--- src/rtl/cfgdec_pkg.sv ---
package cfgdec_pkg;

    localparam int WIN_LSB  = 28;
    localparam int BUS_W    = 8;
    localparam int DEV_W    = 5;
    localparam int FN_W     = 3;
    localparam int OFF_W    = 12;
    localparam logic [13:0] PORT_ADDR_DW = 14'h33E;  // 0xCF8 >> 2
    localparam logic [13:0] PORT_DATA_DW = 14'h33F;  // 0xCFC >> 2

    typedef enum logic [1:0] {
        SZ_256M = 2'd0,
        SZ_128M = 2'd1,
        SZ_64M  = 2'd2,
        SZ_64MB = 2'd3
    } win_size_e;

    typedef enum logic [1:0] {
        DEC_NONE   = 2'd0,
        DEC_CFG    = 2'd1,
        DEC_PASS   = 2'd2,
        DEC_REJECT = 2'd3
    } dec_kind_e;

    typedef struct packed {
        logic [BUS_W-1:0] bus;
        logic [DEV_W-1:0] dev;
        logic [FN_W-1:0]  fn;
        logic [OFF_W-1:0] off;
    } cfg_coord_t;

    // top two bus bits of the window address, tested against the size
    function automatic logic size_fits(win_size_e sz, logic [1:0] top);
        case (sz)
            SZ_256M: size_fits = 1'b1;
            SZ_128M: size_fits = ~top[1];
            default: size_fits = (top == 2'b00);
        endcase
    endfunction

    function automatic cfg_coord_t coord_from_window(logic [WIN_LSB-1:0] a);
        cfg_coord_t c;
        c.bus = a[27:20];
        c.dev = a[19:15];
        c.fn  = a[14:12];
        c.off = a[11:0];
        return c;
    endfunction

    function automatic cfg_coord_t coord_from_latch(logic [31:0] l);
        cfg_coord_t c;
        c.bus = l[23:16];
        c.dev = l[15:11];
        c.fn  = l[10:8];
        c.off = {4'b0000, l[7:2], 2'b00};
        return c;
    endfunction

endpackage

--- src/rtl/cfgdec_winreg.sv ---
module cfgdec_winreg
    import cfgdec_pkg::*;
#(
    parameter int BASE_W = 36,
    localparam int HI_W  = BASE_W - WIN_LSB
) (
    input  logic              clk,
    input  logic              rst,
    input  logic              set,
    input  logic [BASE_W-1:0] base_in,
    input  logic [1:0]        size_in,
    input  logic              en_in,
    output logic [HI_W-1:0]   base_hi,
    output win_size_e         size,
    output logic              en
);

    logic aligned;
    assign aligned = (base_in[WIN_LSB-1:0] == '0);

    always_ff @(posedge clk) begin
        if (rst) begin
            base_hi <= '0;
            size    <= SZ_256M;
            en      <= 1'b0;
        end else if (set && aligned) begin
            base_hi <= base_in[BASE_W-1:WIN_LSB];
            size    <= win_size_e'(size_in);
            en      <= en_in;
        end
    end

endmodule

--- src/rtl/cfgdec_mem_dec.sv ---
module cfgdec_mem_dec
    import cfgdec_pkg::*;
#(
    parameter int ADDR_W = 40,
    parameter int BASE_W = 36,
    localparam int HI_W  = BASE_W - WIN_LSB,
    localparam int AHI_W = ADDR_W - WIN_LSB
) (
    input  logic [ADDR_W-1:0] addr,
    input  logic [HI_W-1:0]   base_hi,
    input  win_size_e         size,
    input  logic              en,
    output dec_kind_e         kind,
    output cfg_coord_t        coord
);

    logic [AHI_W-1:0] base_ext;
    logic             hit;

    assign base_ext = AHI_W'(base_hi);
    assign hit      = en && (addr[ADDR_W-1:WIN_LSB] == base_ext)
                      && size_fits(size, addr[27:26]);
    assign coord    = coord_from_window(addr[WIN_LSB-1:0]);

    always_comb begin
        if (!hit)                   kind = DEC_PASS;
        else if (addr[1:0] != 2'b0) kind = DEC_REJECT;
        else                        kind = DEC_CFG;
    end

endmodule

--- src/rtl/cfgdec_io_dec.sv ---
module cfgdec_io_dec
    import cfgdec_pkg::*;
#(
    parameter int ADDR_W = 40,
    localparam int DW_W  = ADDR_W - 2
) (
    input  logic              clk,
    input  logic              rst,
    input  logic              valid,
    input  logic              write,
    input  logic [ADDR_W-1:0] addr,
    input  logic [3:0]        be,
    input  logic [31:0]       wdata,
    output dec_kind_e         kind,
    output cfg_coord_t        coord
);

    logic [31:0] latch_q;
    logic        at_addr_port, at_data_port, latch_we;

    assign at_addr_port = (addr[ADDR_W-1:2] == DW_W'(PORT_ADDR_DW));
    assign at_data_port = (addr[ADDR_W-1:2] == DW_W'(PORT_DATA_DW));
    assign latch_we     = valid && write && at_addr_port && (be == 4'hF);
    assign coord        = coord_from_latch(latch_q);

    always_ff @(posedge clk) begin
        if (rst)           latch_q <= '0;
        else if (latch_we) latch_q <= wdata;
    end

    always_comb begin
        if (at_addr_port)      kind = (write && be == 4'hF) ? DEC_NONE : DEC_PASS;
        else if (at_data_port) kind = latch_q[31] ? DEC_CFG : DEC_PASS;
        else                   kind = DEC_PASS;
    end

endmodule

--- src/rtl/cfgwin_decoder.sv ---
module cfgwin_decoder
    import cfgdec_pkg::*;
#(
    parameter int ADDR_W = 40,
    parameter int BASE_W = 36
) (
    input  logic              clk,
    input  logic              rst,
    input  logic              win_set,
    input  logic [BASE_W-1:0] win_base,
    input  logic [1:0]        win_size,
    input  logic              win_en,
    input  logic              req_valid,
    input  logic              req_is_io,
    input  logic              req_write,
    input  logic [ADDR_W-1:0] req_addr,
    input  logic [3:0]        req_be,
    input  logic [31:0]       req_wdata,
    output logic              o_cfg_valid,
    output logic [7:0]        o_cfg_bus,
    output logic [4:0]        o_cfg_dev,
    output logic [2:0]        o_cfg_fn,
    output logic [11:0]       o_cfg_reg,
    output logic [3:0]        o_cfg_be,
    output logic              o_cfg_write,
    output logic [31:0]       o_cfg_wdata,
    output logic              o_pass_valid,
    output logic              o_reject
);

    localparam int HI_W = BASE_W - WIN_LSB;

    logic [HI_W-1:0] base_hi;
    win_size_e       size;
    logic            en;
    dec_kind_e       mem_kind, io_kind, kind;
    cfg_coord_t      mem_coord, io_coord, coord;

    cfgdec_winreg #(.BASE_W(BASE_W)) u_win (
        .clk(clk), .rst(rst), .set(win_set), .base_in(win_base),
        .size_in(win_size), .en_in(win_en),
        .base_hi(base_hi), .size(size), .en(en)
    );

    cfgdec_mem_dec #(.ADDR_W(ADDR_W), .BASE_W(BASE_W)) u_mem (
        .addr(req_addr), .base_hi(base_hi), .size(size), .en(en),
        .kind(mem_kind), .coord(mem_coord)
    );

    cfgdec_io_dec #(.ADDR_W(ADDR_W)) u_io (
        .clk(clk), .rst(rst), .valid(req_valid && req_is_io),
        .write(req_write), .addr(req_addr), .be(req_be), .wdata(req_wdata),
        .kind(io_kind), .coord(io_coord)
    );

    assign kind  = req_is_io ? io_kind  : mem_kind;
    assign coord = req_is_io ? io_coord : mem_coord;

    always_ff @(posedge clk) begin
        if (rst) begin
            o_cfg_valid  <= 1'b0;
            o_pass_valid <= 1'b0;
            o_reject     <= 1'b0;
            o_cfg_bus    <= '0;
            o_cfg_dev    <= '0;
            o_cfg_fn     <= '0;
            o_cfg_reg    <= '0;
            o_cfg_be     <= '0;
            o_cfg_write  <= 1'b0;
            o_cfg_wdata  <= '0;
        end else begin
            o_cfg_valid  <= req_valid && (kind == DEC_CFG);
            o_pass_valid <= req_valid && (kind == DEC_PASS);
            o_reject     <= req_valid && (kind == DEC_REJECT);
            if (req_valid && kind == DEC_CFG) begin
                o_cfg_bus   <= coord.bus;
                o_cfg_dev   <= coord.dev;
                o_cfg_fn    <= coord.fn;
                o_cfg_reg   <= coord.off;
                o_cfg_be    <= req_be;
                o_cfg_write <= req_write;
                o_cfg_wdata <= req_wdata;
            end
        end
    end

endmodule

--- config.mk ---
export PLATFORM = sky130hd
export DESIGN_NAME = cfgwin_decoder
export DESIGN_NICKNAME = d
export VERILOG_FILES = /design/src/rtl/cfgdec_pkg.sv /design/src/rtl/cfgdec_winreg.sv /design/src/rtl/cfgdec_mem_dec.sv /design/src/rtl/cfgdec_io_dec.sv /design/src/rtl/cfgwin_decoder.sv
export SDC_FILE = /design/constraint.sdc
export NUM_CORES = 1
export LEC_CHECK = 0
export ABC_AREA = 1
export BUFFER_PORTS_ARGS = -buffer_cell sky130_fd_sc_hd__clkbuf_2
export CAP_MARGIN = 40
export CORE_UTILIZATION = 52
export DETAILED_ROUTE_END_ITERATION = 12
export GPL_TIMING_DRIVEN = 0
export PLACE_DENSITY_LB_ADDON = 0.3
export SYNTH_ARGS = -nofsm -noshare
export SYNTH_HDL_FRONTEND = slang
export SYNTH_HIERARCHICAL = 1
export SYNTH_SLANG_ARGS = --single-unit
--- constraint.sdc ---
create_clock -name clk -period 1.9 [get_ports clk]
set_input_delay 0.19 -clock clk [delete_from_list [all_inputs] [get_ports clk]]
set_output_delay 0.19 -clock clk [all_outputs]
set_load 0.03 [all_outputs]
# Word level (Yosys, flattened, before mapping)
# Cells that the tools add are included.
dict set report word_totals {
  regBits 111
  input_bits 121
  out_inout_bits 68
  word_cells 47
}
dict set report classes {
  n_eq_ne 8
  muxes 9
  n_bitwise 1
  reduce_logical 15
}
# operator n
set ops {}
lappend ops {{$eq A38 B10 Y1 const B} 2}
lappend ops {{$logic_not A28 Y1} 1}
lappend ops {{$mux W28} 1}
lappend ops {{$mux W2} 7}
lappend ops {{$eq A12 B8 Y1} 1}
lappend ops {{$logic_and A1 B1 Y1} 11}
lappend ops {{$eq A2 B1 Y1 const B} 2}
lappend ops {{$eq A2 B2 Y1 const B} 2}
lappend ops {{$eq A4 B4 Y1 const B} 1}
lappend ops {{$logic_not A2 Y1} 2}
lappend ops {{$pmux W1 S2} 1}
lappend ops {{$reduce_bool A2 Y1} 1}
lappend ops {{$not A1 Y1} 1}

# Longest topological paths before layout
# Gate-level depths: netlist of run 1.
dict set report logic_depth {
  ltp_word 7
  ltp_mapped 17
  depth_no_buf 14
}

# Modules after synthesis
# The synthesis of run 1 kept the hierarchy.
# mod n_inst cells_each area_per_inst_um2 seq_area_each_um2
set by_module_without_submodules {}
lappend by_module_without_submodules {cfgwin_decoder 1 531 3260.6 1361.3}
lappend by_module_without_submodules {cfgdec_io_dec 1 302 1729.2 460.4}
lappend by_module_without_submodules {cfgdec_winreg 1 131 711.9 220.2}
lappend by_module_without_submodules {cfgdec_mem_dec 1 83 437.9 0.0}

# Least setup slack after synthesis of run 1
# No wires, ideal clock.
dict set report synth_timing {
  path_kind {reg-to-reg}
  startpoint {reg u_win.base_hi[4]}
  endpoint {reg o_cfg_bus[3]}
  setup_ns 0.113
  arrival_ns 1.538
  t_required_ns 1.787
  path_slack_ns 0.249
  stages_incl_launch_ff 17
  path_buffers 3
  period_less_slack_ns 1.651
  cell_sequence {dfxtp_1 inv_1 nand2_1 nand2_1 nor2_1 nand2_1 inv_1 nand2_1 nor2_2 buf_4 nand2_1 nand2_1 nand3_1 buf_4 buf_4 nor2_1 nor2_1}
}
dict set report synth_between {
  elab_chain_cells 7
}
# item line_no
set synth_lines {}
lappend synth_lines {{start: declaration} cfgdec_winreg.sv:13} ;# output logic [HI_W-1:0] base_hi,
lappend synth_lines {{start signal: assignment} cfgdec_winreg.sv:27} ;# base_hi <= base_in[BASE_W-1:WIN_LSB];
lappend synth_lines {{$eq A12 B8 Y1} cfgdec_mem_dec.sv:21} ;# assign hit = en && (addr[ADDR_W-1:WIN_LSB] == base_ext)
lappend synth_lines {{$logic_and A1 B1 Y1} cfgdec_mem_dec.sv:21}
lappend synth_lines {{$logic_and A1 B1 Y1} cfgdec_mem_dec.sv:22} ;# && size_fits(size, addr[27:26]);
lappend synth_lines {{via u_mem.hit} cfgdec_mem_dec.sv:18} ;# logic hit;
lappend synth_lines {{$mux W2} cfgdec_mem_dec.sv:26} ;# if (!hit) kind = DEC_PASS;
lappend synth_lines {{via mem_kind[0]} cfgwin_decoder.sv:36} ;# dec_kind_e mem_kind, io_kind, kind;
lappend synth_lines {{$mux W2} cfgwin_decoder.sv:56} ;# assign kind = req_is_io ? io_kind : mem_kind;
lappend synth_lines {{$eq A2 B1 Y1} cfgwin_decoder.sv:75} ;# if (req_valid && kind == DEC_CFG) begin
lappend synth_lines {{$logic_and A1 B1 Y1} cfgwin_decoder.sv:75}
lappend synth_lines {{end signal: assignment} cfgwin_decoder.sv:76} ;# o_cfg_bus <= coord.bus;
lappend synth_lines {{end: declaration} cfgwin_decoder.sv:20} ;# output logic [7:0] o_cfg_bus,
# The timed path passes the listed nets, and every way through them passes these cells.
# A chain may end at the register's enable or synchronous reset.

# Worst setup path in the final report of run 1
dict set report layout_timing {
  startpoint {reg u_win.base_hi[3]}
  endpoint {reg o_cfg_reg[0]}
}
dict set report layout_between {
  elab_chain_cells 7
}
# item line_no
set layout_lines {}
lappend layout_lines {{$eq A12 B8 Y1} cfgdec_mem_dec.sv:21}
lappend layout_lines {{$logic_and A1 B1 Y1} cfgdec_mem_dec.sv:21}
lappend layout_lines {{$logic_and A1 B1 Y1} cfgdec_mem_dec.sv:22}
lappend layout_lines {{$mux W2} cfgdec_mem_dec.sv:26}
lappend layout_lines {{via mem_kind[1]} cfgwin_decoder.sv:36}
lappend layout_lines {{$mux W2} cfgwin_decoder.sv:56}
lappend layout_lines {{$eq A2 B1 Y1} cfgwin_decoder.sv:75}
lappend layout_lines {{$logic_and A1 B1 Y1} cfgwin_decoder.sv:75}
lappend layout_lines {{end signal: assignment} cfgwin_decoder.sv:79} ;# o_cfg_reg <= coord.off;
lappend layout_lines {{end: declaration} cfgwin_decoder.sv:23} ;# output logic [11:0] o_cfg_reg,
# The timed path passes the listed nets, and every way through them passes these cells.

==> flow_summary.json, run 1 <==
{
  "drive_above_1_share_pct": 27.6,
  "yosysUniqueCellTypes": 25,
  "rsz0062_at_grt": "true",
  "finClkSkew_ns": 0.00617,
  "routed_via_density": 4.60,
  "yosys_warnings": 6,
  "cts_sinks": 102,
  "worst_hold_path_type": "in -> reg",
  "cts_root_buf": "clkbuf_16",
  "setup_tns_ns": 0,
  "antenna_left": 0,
  "track_usage_pct": 25.3,
  "ir_drop_v": 0.000382,
  "grt_max_degree": 17,
  "cts_max_level": 3,
  "wire_per_inst_um": 11.1,
  "first_iter_violations": 361,
  "initial_core_util_pct": 53.5,
  "sw_frac_of_total_pct": 24.6,
  "worstHoldStart": "win_base[34]",
  "power_density_nw_per_um2": 570,
  "fin_crit_sh_pct": 94.6,
  "row_count": 39,
  "p_clk_share_pct": 41.2,
  "fin_ws_ns": 0.102,
  "r2r-end": "o_cfg_reg[0]$_SDFFE_PP0P_",
  "required_ns": 2.14,
  "diodes": 0,
  "core_area_sq_um": 11500,
  "io_buffer_count": 188,
  "hold_ws_ns": 0.146,
  "leakagePower_uw": 0.00449,
  "drt-total-wl_um": 15600,
  "drc": 0,
  "grt_pass1_vias": 5817,
  "largest_register_ff_count": 32,
  "first_pass_iters": 5,
  "setup_violations": 0,
  "die_width_um": 111,
  "drv_cap": 0,
  "max_freq_mhz": 556,
  "p_sw_uw": 1100,
  "die_area_sq_um": 12200,
  "yosys_register_bits": 102,
  "power_frac_comb_pct": 11.0,
  "reg2reg_slack_ns": 0.10,
  "synth_top_area_share_pct": 33.3,
  "antenna_found_initial": 0,
  "max_stage_delay_ns": 0.34,
  "hpwl_um": 11900,
  "path_cells": "inv_2 -> nand2_1 -> nand2_1 -> nor2_2 -> nand2_2 -> nor2_4 -> nand3_2 -> inv_2 -> nand2_4 -> nand2_4 -> nand3_4 -> buf_8 -> buf_6 -> nor2_1 -> nor2_1",
  "pre_cts_slack_ns": -0.218,
  "synthCells": 1047,
  "min_period_ns": 1.80,
  "crit_fanout": 10,
  "layout-area-overhead-vs-synth_pct": 27.7,
  "synth.largest_area_cell": "dfxtp_1",
  "cp.arrival_ns": 2.04,
  "synth_area_leaders": "dfxtp_1 (33%), nand2_1 (19%), nor2_1 (14%)",
  "clk_latency_ns": 0.35,
  "cts_tree": "built",
  "slew_violations": 0,
  "slew_headroom_pct": 66.4,
  "r2r_start": "u_win/base_hi[3]$_SDFFE_PP0P_",
  "hold_path_depth": 5,
  "die_h_um": 111,
  "p_int_uw": 3370,
  "cpMaxStageDelayCell": "dfxtp_2",
  "hold_viol": 0,
  "holdPathEnd": "u_win/base_hi[6]$_SDFFE_PP0P_",
  "finalWeightedCongestion": 0.853,
  "ioPinCount": 189,
  "tightest_slew_ns": 0.503,
  "netlist_area_sq_um": 6140,
  "seqPwrFrac_pct": 47.8,
  "fin_cells": 1406,
  "crit_path_end_kind": "flip-flop",
  "dp_cells": 1383,
  "synth.avg_cell_area_sq_um": 5.86,
  "num_vias": 6464,
  "outcome": "complete, no violations",
  "utilization_pct": 68.3,
  "reg2reg_depth": 15,
  "start_kind": "flip-flop",
  "cts_buffers": 9,
  "fin_nets": 1379,
  "clkTransAtPathRegs_ns": 0.07,
  "ys_seq_area_share_pct": 33.3,
  "overflow": 0,
  "grt_first_pass_wirelength_um": 25600,
  "clock_path_buffers": 2,
  "criticalPathCategory": "reg -> reg"
}
worst max-delay path, delay by kind of cell (launching register included):
kind,cells,cell delay (ns)
flops,1,0.34
buf+inv,4,0.39
simple gates,11,0.96
per-layer routing:
metal / GRT usage, % / up-vias / wire length (um)
met3: 5.08 / 22 / 914
met1: 31.2 / 2798 / 6780
li1: - / 3443 / -
met4: 7.56 / 0 / 283
met5: 0 / - / 0
met2: 44.4 / 201 / 7610
logic make-up after synthesis:
logic type             count (synthesis)  share of synthesized area, %
AO/OA/AOI/OAI                          2                         0.204
AND/OR/NAND/NOR                      643                          43.2
other                                  1                        0.0611
buffers and inverters                297                          23.0
flip-flops                           102                          33.3
XOR/XNOR                               2                         0.285
synth_stat cells, drive strengths merged:
cell type,n
clkbuf,9
nand3b,2
dfxtp,102
nor4,2
o21ai,1
inv,192
nand4,60
conb,1
buf,96
nand2,309
nand3,23
nor2,244
or2,1
xnor2,2
o21a,1
nor3,2
placed cells by master (no fill, tap or decap), types with 2 or more instances in the layout:
cell type / netlist / routed
buf_4: 66 / 62
inv_1: 191 / 188
buf_2: 16 / 12
buf_6: 4 / 15
nor2_4: 1 / 2
clkbuf_2: 0 / 191
buf_8: 0 / 2
nor2_1: 237 / 223
nor3_1: 2 / 2
conb_1: 1 / 6
nand2_2: 3 / 11
dfxtp_1: 102 / 96
nand4_1: 60 / 60
xnor2_1: 2 / 2
buf_1: 10 / 10
clkbuf_16: 0 / 10
nand3b_1: 2 / 2
nand2_4: 0 / 4
nand3_2: 1 / 2
clkbuf_1: 9 / 7
nand2_1: 306 / 294
inv_2: 1 / 4
nor2_2: 6 / 19
nand3_1: 22 / 20
dfxtp_2: 0 / 6
clkinv_2: 0 / 2
clkinvlp_4: 0 / 3
power groups by stage:
stage | Clock, uW | Sequential, uW | Combinational, uW
after global placement | 0 | 2190 | 475
after CTS | 1860 | 2140 | 483
after floorplan | 0 | 2190 | 261
after detailed placement | 0 | 2190 | 480
final | 1840 | 2140 | 491
after global routing | 1970 | 2140 | 556
metrics by stage:
| step | area, sq um | power, uW |
|---|---|---|
| after floorplan | 6160 | 2450 |
| after global placement | 7280 | 2660 |
| after detailed placement | 7280 | 2670 |
| after CTS | 7620 | 4480 |
| after global routing | 7840 | 4660 |
| final | 7840 | 4470 |
worst max path at each step:
stage	startpoint	end	cells after the start
6_report	u_win/base_hi[3]$_SDFFE_PP0P_	o_cfg_reg[0]$_SDFFE_PP0P_	15
4_1_cts	u_win/base_hi[6]$_SDFFE_PP0P_	o_cfg_wdata[18]$_SDFFE_PP0P_	16
3_5_place_dp	req_addr[35]	o_cfg_bus[6]$_SDFFE_PP0P_	15
2_1_floorplan	u_win/base_hi[4]$_SDFFE_PP0P_	o_cfg_bus[3]$_SDFFE_PP0P_	16
5_1_grt	u_win/base_hi[7]$_SDFFE_PP0P_	o_cfg_reg[6]$_SDFFE_PP0P_	16
3_3_place_gp	req_addr[35]	o_cfg_bus[6]$_SDFFE_PP0P_	15
final cells by class:
cell class | instances | area, sq um
clock inverter | 6 | 62.6
inverter | 192 | 721
sequential | 102 | 2050
timing repair buffer | 196 | 1040
fill | 1091 | 3630
tap | 143 | 179
buffer | 104 | 747
multi-input combinational | 653 | 2810
clock buffer | 10 | 229
repair_timing:
| action | in CTS | in global routing |
|---|---|---|
| buffers inserted | 1 | 3 |
| setup endpoints to repair | 60 | 68 |
| cloned | 0 | 4 |
| pin swaps | 3 | 13 |
| resized for setup | 17 | 51 |
| hold buffers | 0 | 0 |
Power figures use the tool's default switching activity.
==> inputs of run 2 (changes only) <==
--- a/config.mk
+++ b/config.mk
@@ -12,7 +12,9 @@
 export DETAILED_ROUTE_END_ITERATION = 12
 export GPL_TIMING_DRIVEN = 0
 export PLACE_DENSITY_LB_ADDON = 0.3
+export SKIP_LAST_GASP = 1
 export SYNTH_ARGS = -nofsm -noshare
 export SYNTH_HDL_FRONTEND = slang
 export SYNTH_HIERARCHICAL = 1
 export SYNTH_SLANG_ARGS = --single-unit
+export TNS_END_PERCENT = 30
==> constraint.sdc (replaced) <==
create_clock -name clk -period 1.9 [get_ports clk]
set_input_delay 0.475 -clock clk [delete_from_list [all_inputs] [get_ports clk]]
set_output_delay 0.475 -clock clk [all_outputs]
set_load 0.03 [all_outputs]
==> flow_summary.json, run 2 (synthesis gave the netlist of run 1 again) <==
{
  "setup_violations": 0,
  "antenna_found_initial": 0,
  "power_frac_comb_pct": 11.1,
  "power_density_nw_per_um2": 573,
  "drv_cap": 0,
  "antenna_left": 0,
  "ioPinCount": 189,
  "fin_crit_sh_pct": 98.2,
  "cp.arrival_ns": 2.11,
  "finClkSkew_ns": 0.00795,
  "clkTransAtPathRegs_ns": 0.07,
  "cp_top_family": "buffers and inverters",
  "largest_register_ff_count": 32,
  "tightest_slew_ns": 0.509,
  "wire_per_inst_um": 11.1,
  "max_freq_mhz": 536,
  "holdPathEnd": "u_win/base_hi[7]$_SDFFE_PP0P_",
  "cts_buffers": 9,
  "layout-area-overhead-vs-synth_pct": 27.3,
  "row_count": 39,
  "holdBufCountCts": 0,
  "grt_pass1_vias": 5817,
  "criticalPathCategory": "in -> reg",
  "p_sw_uw": 1110,
  "required_ns": 2.14,
  "drt-total-wl_um": 15600,
  "worstHoldStart": "win_base[35]",
  "cpMaxStageDelayCell": "clkbuf_1",
  "p_clk_share_pct": 41.2,
  "cts_sinks": 102,
  "final_common_cell": "nand2_1",
  "reg2reg_slack_ns": 0.07,
  "track_usage_pct": 25.3,
  "leakagePower_uw": 0.00448,
  "routed_via_density": 4.58,
  "crit_path_end_kind": "flip-flop",
  "slew_violations": 0,
  "core_area_sq_um": 11500,
  "reg2reg_depth": 17,
  "hpwl_um": 11900,
  "finalWeightedCongestion": 0.853,
  "die_h_um": 111,
  "crit_fanout": 10,
  "sw_frac_of_total_pct": 24.8,
  "overflow": 0,
  "cts_max_level": 3,
  "cts_root_buf": "clkbuf_16",
  "outcome": "complete, no violations",
  "ir_drop_v": 0.000384,
  "drc": 0,
  "initial_core_util_pct": 53.5,
  "drive_above_1_share_pct": 27.8,
  "grt_max_degree": 17,
  "rsz0062_at_grt": "true",
  "fin_cells": 1407,
  "fin_nets": 1380,
  "first_iter_violations": 430,
  "clk_latency_ns": 0.35,
  "start_kind": "primary input",
  "dp_cells": 1383,
  "hold_viol": 0,
  "hold_path_depth": 5,
  "seqPwrFrac_pct": 47.7,
  "mostFrequentLayoutCells": "nand2_1 (296), nor2_1 (221), clkbuf_2 (192), inv_1 (189), dfxtp_1 (96)",
  "diodes": 0,
  "r2r_start": "u_win/base_hi[3]$_SDFFE_PP0P_",
  "path_buf_inv": 5,
  "fin_ws_ns": 0.0333,
  "cts_tree": "built",
  "die_area_sq_um": 12200,
  "slew_headroom_pct": 65.9,
  "clock_path_buffers": 2,
  "pre_cts_slack_ns": -0.503,
  "first_pass_iters": 6,
  "grt_first_pass_wirelength_um": 25600,
  "worst_hold_path_type": "in -> reg",
  "io_buffer_count": 188,
  "num_vias": 6447,
  "p_int_uw": 3370,
  "path_cells": "clkbuf_2 -> buf_2 -> buf_2 -> nand2_1 -> inv_1 -> clkbuf_1 -> nand4_1 -> nand2_1 -> nor2_1",
  "r2r-end": "o_cfg_wdata[17]$_SDFFE_PP0P_",
  "min_period_ns": 1.87,
  "max_stage_delay_ns": 0.35,
  "die_width_um": 111
}
==> run 2: changes by cell type in the layout (fill, tap and decap cells not counted), sizes merged <==
cell	change
buf	+2
clkbuf	-1
==> run 2: layout make-up <==
cell class                 instances  area (sq um)
timing repair buffer             196          1020
sequential                       102          2050
buffer                           105           741
tap                              143           179
clock inverter                     6          62.6
inverter                         192           721
multi-input combinational        653          2820
fill                            1078          3650
clock buffer                      10           229
==> run 2: worst max path at each step <==
stage | startpoint | end | slack [ns] | cells past startpoint
6_report | req_is_io | u_io/latch_q[8]$_SDFFE_PP0P_ | 0.03 | 9
3_5_place_dp | req_addr[35] | o_cfg_bus[6]$_SDFFE_PP0P_ | -0.50 | 15
4_1_cts | u_win/base_hi[6]$_SDFFE_PP0P_ | o_cfg_wdata[18]$_SDFFE_PP0P_ | -0.004 | 16
2_1_floorplan | req_addr[19] | o_cfg_wdata[10]$_SDFFE_PP0P_ | 0.04 | 14
3_3_place_gp | req_addr[35] | o_cfg_bus[6]$_SDFFE_PP0P_ | -0.48 | 15
5_1_grt | u_win/base_hi[7]$_SDFFE_PP0P_ | o_cfg_reg[4]$_SDFFE_PP0P_ | -0.15 | 17
==> run 2: what timing repair did <==
item	CTS	global route
setup endpoints to repair	60	88
buffers inserted	1	4
gates resized for setup	18	48
cloned	0	3
pin swaps	3	11
==> run 2: per-layer routing <==
layer	global-route usage, %	part of all wire (%)	vias to the layer above
li1	-	-	3450
met1	31.2	44	2781
met2	44.4	48	198
met3	5.08	5.8	18
met4	7.56	1.5	0
met5	0	0	-
==> run 2: power groups by stage <==
stage / clock network (uW) / logic, uW / registers [uW]
after floorplan: 0 / 261 / 2190
after global placement: 0 / 475 / 2190
after detailed placement: 0 / 480 / 2190
after CTS: 1860 / 484 / 2140
after global routing: 1970 / 562 / 2140
final: 1850 / 497 / 2140
==> run 2: worst reg2reg max path, delay by kind of cell, from the launching register on <==
kind	cells	cell delay [ns]
and+or+nand+nor	12	0.95
buffers and inverters	5	0.49
DFF	1	0.34
==> run 2: per-stage QoR <==
step	util, %	cell area, sq um	power, uW	hold WS, ns	TNS, ns
after detailed placement	63.5	7280	2670	0.473	-31.36
after floorplan	-	6160	2450	0.454	0
final	68.2	7820	4480	0.431	0
after CTS	66.5	7630	4480	0.434	-0.0213
after global routing	68.2	7820	4670	0.462	-7.43
after global placement	63.5	7280	2660	0.464	-29.13
==> inputs of run 3 (changes only) <==
--- a/config.mk
+++ b/config.mk
@@ -11,6 +11,7 @@
 export CORE_UTILIZATION = 52
 export DETAILED_ROUTE_END_ITERATION = 12
 export GPL_TIMING_DRIVEN = 0
+export MAX_ROUTING_LAYER = met4
 export PLACE_DENSITY_LB_ADDON = 0.3
 export SKIP_LAST_GASP = 1
 export SYNTH_ARGS = -nofsm -noshare
==> flow_summary.json, run 3 (synthesis gave the netlist of run 1 again) <==
{
  "die_area_sq_um": 12200,
  "met3WireLength_um": 899,
  "fillCellCount": 1065,
  "hpwl_um": 11900,
  "initial_core_util_pct": 53.5,
  "largest_register_ff_count": 32,
  "outcome": "complete, no violations",
  "multiInputGateArea_sq_um": 2860,
  "ioPinCount": 189,
  "drt-total-wl_um": 15700,
  "fin_nets": 1380,
  "antenna_found_initial": 0,
  "crit_path_end_kind": "flip-flop",
  "start_kind": "primary input",
  "seq_area_sq_um": 2050,
  "required_ns": 2.14,
  "rsz0062_at_grt": "true",
  "mostFrequentLayoutCells": "nand2_1 (294), nor2_1 (220), clkbuf_2 (189), inv_1 (188), dfxtp_1 (96)",
  "fin_ws_ns": 0.0267,
  "leakagePower_uw": 0.00455,
  "row_count": 39,
  "crit_fanout": 10,
  "finClkSkew_ns": 0.00711,
  "cts_max_level": 3,
  "drive_above_1_share_pct": 28.2,
  "grt_max_degree": 17,
  "cp_top_family": "buffers and inverters",
  "cpMaxStageDelayCell": "clkbuf_1",
  "pre_cts_slack_ns": -0.503,
  "grt_first_pass_wirelength_um": 25600,
  "p_total_uw": 4480,
  "diodes": 0,
  "fin_crit_sh_pct": 98.6,
  "fin_cells": 1407,
  "cp.arrival_ns": 2.11,
  "cts_root_buf": "clkbuf_16",
  "cts_sinks": 102,
  "ir_drop_v": 0.000383,
  "path_buf_inv": 5,
  "final_common_cell": "nand2_1",
  "slew_violations": 0,
  "min_period_ns": 1.87,
  "utilization_pct": 68.9,
  "finalWeightedCongestion": 0.866,
  "die_width_um": 111,
  "die_h_um": 111,
  "crit_start": "req_is_io",
  "routed_via_density": 4.60,
  "setup_tns_ns": 0,
  "cts_buffers": 9,
  "setup_violations": 0,
  "power_density_nw_per_um2": 567,
  "first_pass_iters": 6,
  "path_cells": "clkbuf_2 -> buf_2 -> buf_2 -> nand2_1 -> inv_1 -> clkbuf_1 -> nand4_1 -> nand2_1 -> nor2_1",
  "antenna_left": 0,
  "clock_path_buffers": 2,
  "core_area_sq_um": 11500,
  "top_layer": "met4",
  "wl_met1_um": 6860,
  "cts_tree": "built",
  "max_stage_delay_ns": 0.35,
  "first_iter_violations": 402,
  "clkTransAtPathRegs_ns": 0.07,
  "grt_pass1_vias": 5813,
  "criticalPathCategory": "in -> reg",
  "wire_per_inst_um": 11.1,
  "overflow": 0,
  "track_usage_pct": 26.1,
  "dp_cells": 1383,
  "r2r_start": "u_win/base_hi[3]$_SDFFE_PP0P_",
  "clk_latency_ns": 0.35,
  "wl_met2_um": 7650,
  "num_vias": 6479,
  "hold_viol": 0,
  "io_buffer_count": 188,
  "worstHoldStart": "win_base[35]",
  "worst_hold_path_type": "in -> reg",
  "drv_cap": 0,
  "max_freq_mhz": 534,
  "layout-area-overhead-vs-synth_pct": 28.6,
  "drc": 0
}
[run 3: cell types whose count changed in the layout (fill, tap and decap cells not counted), sizes merged]
cell	delta
buf	+1
clkbuf	-1
[run 3: worst min-delay path, stage by stage]
cell	delay [ns]
clkbuf_2	0.08
inv_1	0.04
nand3_1	0.07
nand2_1	0.06
nor2_1	0.03
[run 3: worst paths after layout]
| kind | end | slack (ns) | cells after the start |
|---|---|---|---|
| setup reg to reg | o_cfg_reg[5]$_SDFFE_PP0P_ | 0.08 | 15 |
| hold reg to reg | o_cfg_wdata[27]$_SDFFE_PP0P_ | 0.47 | 2 |
| setup / recovery | u_io/latch_q[8]$_SDFFE_PP0P_ | 0.03 | 9 |
| hold / removal | u_win/base_hi[7]$_SDFFE_PP0P_ | 0.43 | 5 |
[run 3: cell type report]
cell class                 instances  area share (%)
clock inverter                     6           0.792
multi-input combinational        653            36.2
clock buffer                      10            2.90
tap                              143            2.27
sequential                       102            26.0
buffer                           104            9.68
inverter                         192            9.13
timing repair buffer             197            13.1
[run 3: where the power goes]
group,internal [uW],leakage (uW),switching [uW]
combinational,217,0.00359,283
clock,1020,0.000134,821
sequential,2140,0.000824,0.283
[run 3: metal layers]
layer / vias to the layer above / GRT usage [%]
met4: 0 / 7.56
met3: 22 / 4.81
met2: 203 / 44.4
li1: 3451 / -
met1: 2803 / 31.4
met5: - / -
[run 3: timing repair]
item | 4_1_cts | 5_1_grt
setup buffers | 1 | 5
setup endpoints to repair | 60 | 88
pin swaps | 3 | 34
resized for setup | 18 | 72
hold buffers | 0 | 0
gates cloned | 0 | 3
[run 3: metrics by stage]
step	cell area [sq um]	hold WS, ns
detailed placement	7280	0.473
global route	7900	0.462
global placement	7280	0.464
CTS	7630	0.434
floorplan	6160	0.454
finish	7900	0.430
